$ cat src/rtl/remap3d_pkg.sv
package remap3d_pkg;

    parameter int WORD_W = 32;
    parameter int NDIM   = 3;
    parameter int DIM_W  = 6;
    parameter int PERM_W = 3;
    parameter int OFF_W  = 4;
    parameter int SKIP_W = 2;

    localparam int PERM_LSB = NDIM * DIM_W;
    localparam int INV_LSB  = PERM_LSB + PERM_W;
    localparam int OFF_LSB  = INV_LSB + NDIM;
    localparam int SKIP_LSB = OFF_LSB + OFF_W;
    localparam int CFG_W    = SKIP_LSB + SKIP_W;
    localparam int IDX_W    = NDIM * DIM_W + 1;
    localparam int SEL_W    = $clog2(NDIM);

    typedef logic [DIM_W-1:0]   dim_t;
    typedef dim_t [NDIM-1:0]    dim_vec_t;
    typedef logic [SEL_W-1:0]   axis_sel_t;
    typedef axis_sel_t [NDIM-1:0] order_t;

    typedef struct packed {
        dim_vec_t           size;
        logic [NDIM-1:0]    rev;
        order_t             order;
        logic [NDIM-1:0]    keep;
        logic [OFF_W-1:0]   offset;
    } shape_cfg_t;

    typedef struct packed {
        logic [CFG_W-1:0]   shape;
        logic [IDX_W-1:0]   idx;
        logic               vld;
    } gen_state_t;

    // slot -> axis assignment for each ordering code
    function automatic order_t slot_order(input logic [PERM_W-1:0] code);
        order_t o;
        case (code)
            3'b001:  begin o[0] = 2'd0; o[1] = 2'd2; o[2] = 2'd1; end
            3'b010:  begin o[0] = 2'd1; o[1] = 2'd0; o[2] = 2'd2; end
            3'b011:  begin o[0] = 2'd1; o[1] = 2'd2; o[2] = 2'd0; end
            3'b100:  begin o[0] = 2'd2; o[1] = 2'd0; o[2] = 2'd1; end
            3'b101:  begin o[0] = 2'd2; o[1] = 2'd1; o[2] = 2'd0; end
            default: begin o[0] = 2'd0; o[1] = 2'd1; o[2] = 2'd2; end
        endcase
        return o;
    endfunction

    // bit s set means slot s contributes to the index
    function automatic logic [NDIM-1:0] slot_keep(input logic [SKIP_W-1:0] code);
        case (code)
            2'b01:   return 3'b110;
            2'b10:   return 3'b101;
            2'b11:   return 3'b011;
            default: return 3'b111;
        endcase
    endfunction

endpackage

$ cat src/rtl/remap3d_shape_dec.sv
module remap3d_shape_dec
    import remap3d_pkg::*;
(
    input  logic [CFG_W-1:0] word_i,
    output shape_cfg_t       cfg_o
);

    dim_vec_t size_eff;

    generate
        for (genvar a = 0; a < NDIM; a++) begin : g_axis
            dim_t raw;
            assign raw         = word_i[a*DIM_W +: DIM_W];
            // an empty axis still advances: treat it as one point
            assign size_eff[a] = (raw == '0) ? DIM_W'(1) : raw;
        end
    endgenerate

    always_comb begin
        cfg_o        = '0;
        cfg_o.size   = size_eff;
        cfg_o.rev    = word_i[INV_LSB +: NDIM];
        cfg_o.order  = slot_order(word_i[PERM_LSB +: PERM_W]);
        cfg_o.keep   = slot_keep(word_i[SKIP_LSB +: SKIP_W]);
        cfg_o.offset = word_i[OFF_LSB +: OFF_W];
    end

endmodule

$ cat src/rtl/remap3d_axis_ctr.sv
module remap3d_axis_ctr
    import remap3d_pkg::*;
(
    input  logic clk_i,
    input  logic rst_i,
    input  logic clr_i,
    input  logic adv_i,
    input  dim_t size_i,
    input  logic rev_i,
    output dim_t cnt_o,
    output logic last_o
);

    dim_t cnt_d, cnt_q;
    dim_t first_pt;
    dim_t final_pt;

    assign first_pt = rev_i ? (size_i - DIM_W'(1)) : '0;
    assign final_pt = rev_i ? '0 : (size_i - DIM_W'(1));
    assign last_o   = (cnt_q == final_pt);
    assign cnt_o    = cnt_q;

    always_comb begin
        cnt_d = cnt_q;
        if (clr_i) begin
            cnt_d = first_pt;
        end else if (adv_i) begin
            if (last_o) begin
                cnt_d = first_pt;
            end else if (rev_i) begin
                cnt_d = cnt_q - DIM_W'(1);
            end else begin
                cnt_d = cnt_q + DIM_W'(1);
            end
        end
    end

    always_ff @(posedge clk_i) begin
        if (rst_i) begin
            cnt_q <= '0;
        end else begin
            cnt_q <= cnt_d;
        end
    end

endmodule

$ cat src/rtl/remap3d_index_calc.sv
module remap3d_index_calc
    import remap3d_pkg::*;
(
    input  dim_vec_t         cnt_i,
    input  shape_cfg_t       cfg_i,
    output logic [IDX_W-1:0] idx_o
);

    dim_vec_t slot_cnt;
    dim_vec_t slot_sz;

    generate
        for (genvar s = 0; s < NDIM; s++) begin : g_slot
            axis_sel_t sel;
            assign sel = cfg_i.order[s];
            always_comb begin
                case (sel)
                    2'd1:    begin slot_cnt[s] = cnt_i[1]; slot_sz[s] = cfg_i.size[1]; end
                    2'd2:    begin slot_cnt[s] = cnt_i[2]; slot_sz[s] = cfg_i.size[2]; end
                    default: begin slot_cnt[s] = cnt_i[0]; slot_sz[s] = cfg_i.size[0]; end
                endcase
            end
        end
    endgenerate

    always_comb begin
        logic [IDX_W-1:0] acc;
        logic [IDX_W-1:0] weight;
        acc    = '0;
        weight = IDX_W'(1);
        for (int s = 0; s < NDIM; s++) begin
            if (cfg_i.keep[s]) begin
                acc    = acc + IDX_W'(slot_cnt[s]) * weight;
                weight = weight * IDX_W'(slot_sz[s]);
            end
        end
        idx_o = acc + IDX_W'(cfg_i.offset);
    end

endmodule

$ cat src/rtl/remap3d_gen.sv
module remap3d_gen
    import remap3d_pkg::*;
(
    input  logic              clk_i,
    input  logic              rst_i,
    input  logic              load_i,
    input  logic [WORD_W-1:0] shape_i,
    input  logic              step_i,
    output logic [IDX_W-1:0]  idx_o,
    output logic              vld_o
);

    gen_state_t st_d, st_q;

    logic             accept;
    logic [CFG_W-1:0] cfg_word;
    shape_cfg_t       cfg;
    dim_vec_t         cnt;
    logic [NDIM-1:0]  last;
    logic [NDIM-1:0]  adv;
    logic [IDX_W-1:0] idx_next;
    logic             mode_unused;
    logic             wrap_unused;

    assign mode_unused = ^shape_i[WORD_W-1:CFG_W];
    assign wrap_unused = last[NDIM-1];

    assign accept   = step_i && !load_i;
    // a load restarts the axes from the incoming word, not the stored one
    assign cfg_word = load_i ? shape_i[CFG_W-1:0] : st_q.shape;

    remap3d_shape_dec u_dec (
        .word_i (cfg_word),
        .cfg_o  (cfg)
    );

    assign adv[0] = accept;
    generate
        for (genvar a = 1; a < NDIM; a++) begin : g_chain
            assign adv[a] = adv[a-1] && last[a-1];
        end
        for (genvar a = 0; a < NDIM; a++) begin : g_ctr
            remap3d_axis_ctr u_ctr (
                .clk_i  (clk_i),
                .rst_i  (rst_i),
                .clr_i  (load_i),
                .adv_i  (adv[a]),
                .size_i (cfg.size[a]),
                .rev_i  (cfg.rev[a]),
                .cnt_o  (cnt[a]),
                .last_o (last[a])
            );
        end
    endgenerate

    remap3d_index_calc u_calc (
        .cnt_i (cnt),
        .cfg_i (cfg),
        .idx_o (idx_next)
    );

    always_comb begin
        st_d       = st_q;
        st_d.vld   = accept;
        if (load_i) begin
            st_d.shape = shape_i[CFG_W-1:0];
        end
        if (accept) begin
            st_d.idx = idx_next;
        end
    end

    always_ff @(posedge clk_i) begin
        if (rst_i) begin
            st_q <= '0;
        end else begin
            st_q <= st_d;
        end
    end

    assign idx_o = st_q.idx;
    assign vld_o = st_q.vld;

endmodule

$ cat config.mk
export PLATFORM = sky130hd
export DESIGN_NAME = remap3d_gen
export DESIGN_NICKNAME = d
export VERILOG_FILES = /design/src/rtl/remap3d_pkg.sv /design/src/rtl/remap3d_shape_dec.sv /design/src/rtl/remap3d_axis_ctr.sv /design/src/rtl/remap3d_index_calc.sv /design/src/rtl/remap3d_gen.sv
export SDC_FILE = /design/constraint.sdc
export NUM_CORES = 1
export LEC_CHECK = 0
export ABC_AREA = 1
export BUFFER_PORTS_ARGS = -buffer_cell sky130_fd_sc_hd__buf_2
export CORE_UTILIZATION = 58
export DETAILED_ROUTE_END_ITERATION = 16
export PLACE_DENSITY = 0.79
export RECOVER_POWER = 100
export SYNTH_ARGS = -nofsm -noshare
export SYNTH_HDL_FRONTEND = slang
export SYNTH_SLANG_ARGS = --single-unit
$ cat constraint.sdc
create_clock -name clk_i -period 11.65 [get_ports clk_i]
set_clock_uncertainty 0.2 [all_clocks]
set_input_delay 2.33 -clock clk_i [delete_from_list [all_inputs] [get_ports clk_i]]
set_output_delay 2.33 -clock clk_i [all_outputs]
set_load 0.02 [all_outputs]
==> results of run 1 <==
state kept, by name, summed over array words and instances, names as in the netlist:
name	count
idx_o	19
st_q	30
g_ctr.u_ctr.cnt_o	18
vld_o	1
cell type report:
cell class	instances	share of cell area
multi-input combinational	1206	0.6574
clock buffer	9	0.01682
clock inverter	7	0.006168
tap	234	0.02187
timing repair buffer	198	0.1049
sequential	68	0.1017
inverter	316	0.09122
metal layers:
layer	routed length [µm]	global-route usage	part of all wire
met1	12930	0.3981	0.41
met2	15270	0.5400	0.49
met3	2033	0.03248	0.065
met4	982	0.1122	0.031
met5	0	0	0
synth_stat cells, types with 14 or more instances:
master,number
nand2_1,329
inv_1,298
nor2_1,238
ha_1,109
fa_1,90
a21oi_1,76
o21ai_0,71
dfxtp_1,68
nand3_1,66
xor2_1,36
buf_4,22
o21ai_1,22
o221ai_1,20
clkbuf_1,19
xnor2_1,15
nand2_2,14
cell usage in the layout, fill, tap and decap left out, types with 6 or more instances in the layout:
master / instances
ha_4: 8
inv_1: 277
a21oi_1: 69
a21oi_2: 9
o21ai_4: 9
nand4_1: 9
nand2_4: 9
o22ai_1: 6
nor2_4: 16
nand2_2: 30
fa_1: 88
a31oi_1: 6
mux2i_1: 6
nor2_1: 210
o21ai_0: 60
dfxtp_1: 68
xnor2_1: 15
nor2_2: 28
o221ai_1: 14
buf_2: 52
nand3_2: 13
nand2_1: 310
xor2_1: 35
o21ai_2: 15
nand3_1: 59
ha_1: 100
buf_4: 139
inv_2: 29
o21ai_1: 20
or2_2: 6
clkbuf_16: 9
what timing repair did:
action,in CTS,in global routing
setup endpoints to repair,10,13
pin swaps,5,84
setup buffers,3,11
gates resized for setup,20,145
through the flow:
step                      instance area [µm²]  TNS [ps]
after floorplan                         11170         0
after global placement                  12380     -4078
after detailed placement                12380     -5861
after CTS                               12780    -8.591
after global routing                    13390     -2593
final                                   13390         0
final timing paths:
| kind | startpoint | end | depth (start not counted) | slack, ps |
|---|---|---|---|---|
| max | shape_i[19] | idx_o[16] | 55 | 80 |
| min | st_q[44] | st_q[44] | 2 | 270 |
| max reg2reg | st_q[40] | idx_o[16] | 54 | 1930 |
| min reg2reg | st_q[44] | st_q[44] | 2 | 270 |
cell families (layout without fill, tap and decap cells):
logic type | after synthesis | count (layout) | share of synthesized area
buffers and inverters | 369 | 530 | 0.1389
adders and majority gates | 199 | 199 | 0.2847
xor gates and xnor gates | 51 | 51 | 0.04018
and+or+nand+nor | 714 | 714 | 0.2795
AOI/OAI and AO/OA | 236 | 236 | 0.1289
muxes | 6 | 6 | 0.005403
DFF | 68 | 68 | 0.1225
worst max-delay path: cells and delay by family:
family                     cells  cell delay, ps
buffers and inverters         14            1050
adders and majority gates     10            4320
AOI/OAI and AO/OA              8            1330
and+or+nand+nor               23            2520
==> flow_metrics.env, run 1 <==
export IMPL_required_ps=11690
export IMPL_routabilityCongestion=0.9171
export IMPL_viasPerCell=5.503
export IMPL_crit_path_start_kind="input port"
export IMPL_yosys_most_used_dff="dfxtp_1"
export IMPL_root_buffer="clkbuf_16"
export IMPL_final_util=0.7133
export IMPL_drive_above_1_share=0.2345
export IMPL_hp_class="reg -> reg"
export IMPL_grt_pass1_wl_mm=49.25
export IMPL_fillers=1510
export IMPL_fp_coreArea_um2=18770
export IMPL_global_route_usage_total=0.3105
export IMPL_syn_area_um2=11120
export IMPL_initial_utilization=0.5923
export IMPL_antennaDiodeCount=0
export IMPL_globalRoute_totalOverflow=0
export IMPL_clock_sinks=68
export IMPL_wl_mm=31.22
export IMPL_antenna_found_initial=0
export IMPL_synth_top_area_share=0.1621
export IMPL_synth_cells=1643
export IMPL_die_width_um=140.4
export IMPL_clkSlewWorstSetupHoldPaths_ps=60
export IMPL_status="completed"
export IMPL_die_area_um2=19720
export IMPL_async_reset_ff_frac=0
export IMPL_num_rows=50
export IMPL_drtPass1Iterations=6
export IMPL_io_pins=56
export IMPL_worst_pin_slew_ps=896.1
export IMPL_clk_path_buf_depth=2
export IMPL_ys_warnings_count=0
export IMPL_die_h_um=140.4
export IMPL_placed_cells=2008
export IMPL_crit_arrival_ps=11610
export IMPL_final_nets=2034
export IMPL_ys_seq_elements=68
export IMPL_hold_viol_final=0
export IMPL_vias=11216
export IMPL_cts_buffers=9
export IMPL_areaGrowthSynthToFinish_pct=20.43
export IMPL_cpPeakStageDelay_ps=550
export IMPL_synth_edf_count=0
export IMPL_whs_ps=268.8
export IMPL_post_route_period_util=0.9935
export IMPL_drv_cap=0
export IMPL_clock_latency_ps=340
export IMPL_drc=0
export IMPL_crit_type="in -> reg"
export IMPL_path_max_fanout=7
export IMPL_multi_input_area_um2=8801
export IMPL_place_ws_ps=-681.0
export IMPL_slew_violations=0
export IMPL_fin_crit_ps=11570
export IMPL_drt_iter0_drc=817
export IMPL_regArea_um2=1361
export IMPL_cts_tree="yes"
export IMPL_max_slew_margin_rel=0.3963
export IMPL_fmax_mhz=86.40
export IMPL_io_buffers=53
export IMPL_hpwl_mm=23.89
export IMPL_wire_per_inst_um=15.32
export IMPL_crit_path_end_kind="flip-flop"
export IMPL_yosysUniqueCellTypes=54
export IMPL_setup_violations=0
export IMPL_ys_top_cells_by_area="fa_1, ha_1, dfxtp_1"
export IMPL_syn_num_nets=1878
export IMPL_yosysTopAreaCell="fa_1"
export IMPL_stdcell_count=2038
export IMPL_syn_area_per_cell_um2=6.766
export IMPL_grt_max_degree=47
export IMPL_setup_ws_ps=75.38
export IMPL_antenna_left=0
export IMPL_hold_buffers=0
export IMPL_yosysSeqAreaShare=0.1225
export IMPL_grt_pass1_vias=10605
export IMPL_rsz0062_at_grt="yes"
export IMPL_cts_htree_levels=3
export IMPL_crit_slowest_cell="fa_1"
Power of run 1 is not shown: default switching activity piles up to over one toggle a cycle in this logic, so the estimate is an artifact.
==> inputs of run 2 (changes only) <==
--- a/config.mk
+++ b/config.mk
@@ -7,9 +7,10 @@
 export LEC_CHECK = 0
 export ABC_AREA = 1
 export BUFFER_PORTS_ARGS = -buffer_cell sky130_fd_sc_hd__buf_2
-export CORE_UTILIZATION = 58
+export CORE_UTILIZATION = 59
+export CTS_BUF_LIST = sky130_fd_sc_hd__clkbuf_4 sky130_fd_sc_hd__clkbuf_8
 export DETAILED_ROUTE_END_ITERATION = 16
-export PLACE_DENSITY = 0.79
+export PLACE_DENSITY = 0.8
 export RECOVER_POWER = 100
 export SYNTH_ARGS = -nofsm -noshare
 export SYNTH_HDL_FRONTEND = slang
==> run 2 against run 1 <==
Effect of this change: the run now ends with setup timing left; maximum frequency shrank 1.5%; global-route usage increased by 0.68 points; first-iteration DRC count grew 38%; non-clock buffer count up 11; die area decreased by 1.7%; critical path type unchanged.
==> flow_metrics.env, run 2 (same netlist as run 1, synthesis figures left out) <==
export IMPL_antenna_found_initial=0
export IMPL_areaGrowthSynthToFinish_pct=21.55
export IMPL_setup_ws_ps=-100.1
export IMPL_final_nets=2046
export IMPL_max_slew_margin_rel=0.3452
export IMPL_wire_per_inst_um=16.07
export IMPL_initial_utilization=0.6105
export IMPL_min_path_cells=2
export IMPL_rsz0062_at_grt="yes"
export IMPL_wl_mm=32.86
export IMPL_violations="setup timing"
export IMPL_hold_buffers=0
export IMPL_fp_coreArea_um2=18210
export IMPL_clk_path_buf_depth=2
export IMPL_clock_sinks=68
export IMPL_grt_pass1_wl_mm=49.96
export IMPL_place_ws_ps=-802.5
export IMPL_globalRoute_totalOverflow=0
export IMPL_fillers=1358
export IMPL_drc=0
export IMPL_hp_class="reg -> reg"
export IMPL_setup_violations=8
export IMPL_global_route_usage_total=0.3172
export IMPL_antennaDiodeCount=0
export IMPL_fmax_mhz=85.11
export IMPL_final_cell_mix="nand2_1, inv_1, nor2_1"
export IMPL_num_rows=49
export IMPL_antenna_left=0
export IMPL_finalSetupTns_ps=-508.5
export IMPL_whs_ps=276.3
export IMPL_grt_max_degree=47
export IMPL_crit_arrival_ps=11820
export IMPL_dpl_instance_area_um2=12370
export IMPL_crit_slowest_cell="fa_1"
export IMPL_die_area_um2=19390
export IMPL_clkSlewWorstSetupHoldPaths_ps=90
export IMPL_required_ps=11720
export IMPL_worst_r2r_cell_count=57
export IMPL_drv_cap=0
export IMPL_die_width_um=139.3
export IMPL_io_pins=56
export IMPL_clock_latency_ps=370
export IMPL_crit_path_end_kind="flip-flop"
export IMPL_viasPerCell=5.601
export IMPL_drtPass1Iterations=6
export IMPL_path_max_fanout=7
export IMPL_die_h_um=139.3
export IMPL_crit_type="in -> reg"
export IMPL_largest_reg_flops=30
export IMPL_io_buffers=53
export IMPL_cts_buffers=9
export IMPL_layout_commonest_cell="nand2_1"
export IMPL_cpPeakStageDelay_ps=560
export IMPL_vias=11454
export IMPL_hold_viol_final=0
export IMPL_slew_violations=0
export IMPL_drt_iter0_drc=1129
export IMPL_fin_crit_ps=11750
export IMPL_final_cell_area_um2=13510
export IMPL_drive_above_1_share=0.2511
export IMPL_root_buffer="clkbuf_8"
export IMPL_grt_pass1_vias=10702
export IMPL_crit_path_start_kind="input port"
export IMPL_routabilityCongestion=0.9644
export IMPL_cts_htree_levels=3
export IMPL_worst_pin_slew_ps=971.9
export IMPL_status="finished, violations left"
export IMPL_registers_top_by_ff_count="st_q"
export IMPL_hpwl_mm=23.92
export IMPL_cts_tree="yes"
export IMPL_post_route_period_util=1.009
==> run 2: cell count changes in the layout (fill, tap and decap cells not counted), sizes merged <==
cell,change
clkinvlp,+2
buf,+11
inv,-1
==> run 2: routing by layer <==
metal	track usage	wire, µm	up-vias
met5	0	0	-
met4	0.1404	1526	0
met3	0.04095	2576	130
met2	0.5313	15670	564
met1	0.4095	13080	5303
li1	-	-	5457
==> run 2: final cells by class <==
cell class                 instances  area (µm²)  area share
timing repair inverter             1       7.507   0.0005556
tap                              229       286.5     0.02120
sequential                        68        1361      0.1007
multi-input combinational       1206        8941      0.6617
timing repair buffer             209        1498      0.1108
inverter                         316        1212     0.08972
clock inverter                     7       82.58    0.006111
clock buffer                       9       123.9    0.009167
==> run 2: repair_timing <==
action                     4_1_cts  5_1_grt
setup endpoints to repair       10       13
gates resized for setup         36      155
setup buffers                    6       20
cloned                           1        0
pin swaps                       23       85
==> run 2: final timing paths <==
check | to | slack (ps) | from
worst min register to register | st_q[46] | 280 | st_q[46]
worst max-delay path | idx_o[14] | -100 | load_i
worst max register to register | idx_o[14] | 1770 | st_q[40]
worst min-delay path | st_q[46] | 280 | st_q[46]
==> run 2: worst max-delay path, delay by kind of cell <==
kind	cells	cell delay [ps]
xor gates and xnor gates	1	160
adders and majority gates	11	4570
AOI/OAI and AO/OA	7	1110
and+or+nand+nor	21	2020
buffers and inverters	18	1580
==> run 2: through the flow <==
step,utilization,std cells
final,0.7421,2045
after global routing,0.7421,2045
after floorplan,-,1643
after CTS,0.7012,2025
after detailed placement,0.6792,2002
after global placement,0.6792,2002
Power of run 2 is left out for the same reason.
==> inputs of run 3 (changes only) <==
--- a/config.mk
+++ b/config.mk
@@ -10,7 +10,7 @@
 export CORE_UTILIZATION = 59
 export CTS_BUF_LIST = sky130_fd_sc_hd__clkbuf_4 sky130_fd_sc_hd__clkbuf_8
 export DETAILED_ROUTE_END_ITERATION = 16
-export PLACE_DENSITY = 0.8
+export PLACE_DENSITY_LB_ADDON = 0.15
 export RECOVER_POWER = 100
 export SYNTH_ARGS = -nofsm -noshare
 export SYNTH_HDL_FRONTEND = slang
==> run 3 against run 2 <==
Effect of this change: the run now ends clean; wire length down 4.3%; worst setup slack improved by 360 ps; critical endpoint is now idx_o[17]; critical path type unchanged; clock-buffer cell count stayed put.
==> flow_metrics.env, run 3 (same netlist as run 1, synthesis figures left out) <==
export IMPL_viasPerCell=5.455
export IMPL_antennaDiodeCount=0
export IMPL_layout_commonest_cell="nand2_1"
export IMPL_rsz0062_at_grt="yes"
export IMPL_areaGrowthSynthToFinish_pct=20.82
export IMPL_registers_top_by_ff_count="st_q"
export IMPL_fp_coreArea_um2=18210
export IMPL_antenna_found_initial=0
export IMPL_antenna_left=0
export IMPL_status="completed"
export IMPL_cts_buffers=9
export IMPL_wire_per_inst_um=15.35
export IMPL_hold_buffers=0
export IMPL_vias=11166
export IMPL_fmax_mhz=87.77
export IMPL_drv_cap=0
export IMPL_crit_path_end_kind="flip-flop"
export IMPL_setup_violations=0
export IMPL_clkSlewWorstSetupHoldPaths_ps=80
export IMPL_clock_latency_ps=360
export IMPL_grt_max_degree=47
export IMPL_drc=0
export IMPL_io_buffers=53
export IMPL_drive_above_1_share=0.2486
export IMPL_post_route_period_util=0.9779
export IMPL_crit_type="in -> reg"
export IMPL_path_max_fanout=7
export IMPL_root_buffer="clkbuf_8"
export IMPL_final_cell_mix="nand2_1, inv_1, nor2_1"
export IMPL_grt_pass1_wl_mm=50.74
export IMPL_clk_path_buf_depth=2
export IMPL_cts_tree="yes"
export IMPL_required_ps=11760
export IMPL_final_nets=2049
export IMPL_hold_viol_final=0
export IMPL_io_pins=56
export IMPL_whs_ps=284.8
export IMPL_crit_arrival_ps=11500
export IMPL_worst_pin_slew_ps=898.8
export IMPL_die_h_um=139.3
export IMPL_drt_iter0_drc=968
export IMPL_drtPass1Iterations=5
export IMPL_reg2reg_slack_ps=2130
export IMPL_die_width_um=139.3
export IMPL_cp_endpoint="idx_o[17]"
export IMPL_slew_violations=0
export IMPL_fillers=1475
export IMPL_grt_pass1_vias=10728
export IMPL_routabilityCongestion=0.9069
export IMPL_max_slew_margin_rel=0.4002
export IMPL_hpwl_mm=24.30
export IMPL_num_rows=49
export IMPL_crit_slowest_cell="fa_1"
export IMPL_hp_class="reg -> reg"
export IMPL_globalRoute_totalOverflow=0
export IMPL_cts_htree_levels=3
export IMPL_timing_rr_start="st_q[40]"
export IMPL_largest_reg_flops=30
export IMPL_clock_sinks=68
export IMPL_fin_crit_ps=11390
export IMPL_cpPeakStageDelay_ps=530
export IMPL_min_path_cells=2
export IMPL_global_route_usage_total=0.3220
export IMPL_critical_path_most_common_cell="inv_2"
export IMPL_r2r_end="idx_o[17]"
export IMPL_worst_r2r_cell_count=58
export IMPL_startpoint="load_i"
export IMPL_die_area_um2=19390
export IMPL_initial_utilization=0.6105
export IMPL_wl_mm=31.43
export IMPL_crit_path_start_kind="input port"
==> run 3: cell types whose count changed in the layout (fill, tap and decap cells not counted), sizes merged <==
cell    delta
buf        +4
inv        -2
clkinv     +1
bufinv     -1
==> run 3: worst min path at each step <==
| stage | start | end | slack (ps) |
|---|---|---|---|
| floorplan | st_q[44] | st_q[44] | 250 |
| global placement | st_q[45] | st_q[45] | 260 |
| detailed placement | st_q[45] | st_q[45] | 270 |
| CTS | st_q[45] | st_q[45] | 280 |
| global route | st_q[45] | st_q[45] | 310 |
| finish | st_q[46] | st_q[46] | 280 |
==> run 3: metrics by stage <==
stage                     std cells  setup TNS (ps)  setup slack (ps)    util  instance area, µm²
after floorplan                1643               0             53.94       -               11170
after global placement         2007           -3555            -444.9  0.6805               12390
after detailed placement       2007           -4797            -561.8  0.6805               12390
after CTS                      2027               0             31.77  0.6978               12710
after global routing           2047           -1345            -220.2  0.7376               13430
final                          2047               0             257.2  0.7376               13430
==> run 3: layout make-up <==
class                   instances  area [µm²]  area share
clock buffers                   9       123.9    0.009222
clock inverters                 6       41.29    0.003074
inverters                     316        1217     0.09064
multi-input cells            1206        8890      0.6619
flip-flops and latches         68        1361      0.1014
well taps                     229       286.5     0.02133
repair buffers                213        1511      0.1125
==> run 3: metal layers <==
metal	track usage	routed length, µm	up-vias
met4	0.1105	941	0
met2	0.5401	14790	430
met3	0.02959	2124	75
li1	-	-	5466
met1	0.4342	13570	5195
met5	0	0	-
==> run 3: critical path: cells and delay by family <==
kind,cells,cell delay (ps)
AND/OR/NAND/NOR,22,2000
AO/OA/AOI/OAI,7,1110
adder cells (fa/ha/maj),11,4370
buffers and inverters,20,1630
==> run 3: what timing repair did <==
item,CTS,global route
resized for setup,26,156
buffers inserted,5,20
pin swaps,13,81
endpoints found under the hold margin,0,0
setup endpoints to repair,10,13
Power of run 3 is left out for the same reason.
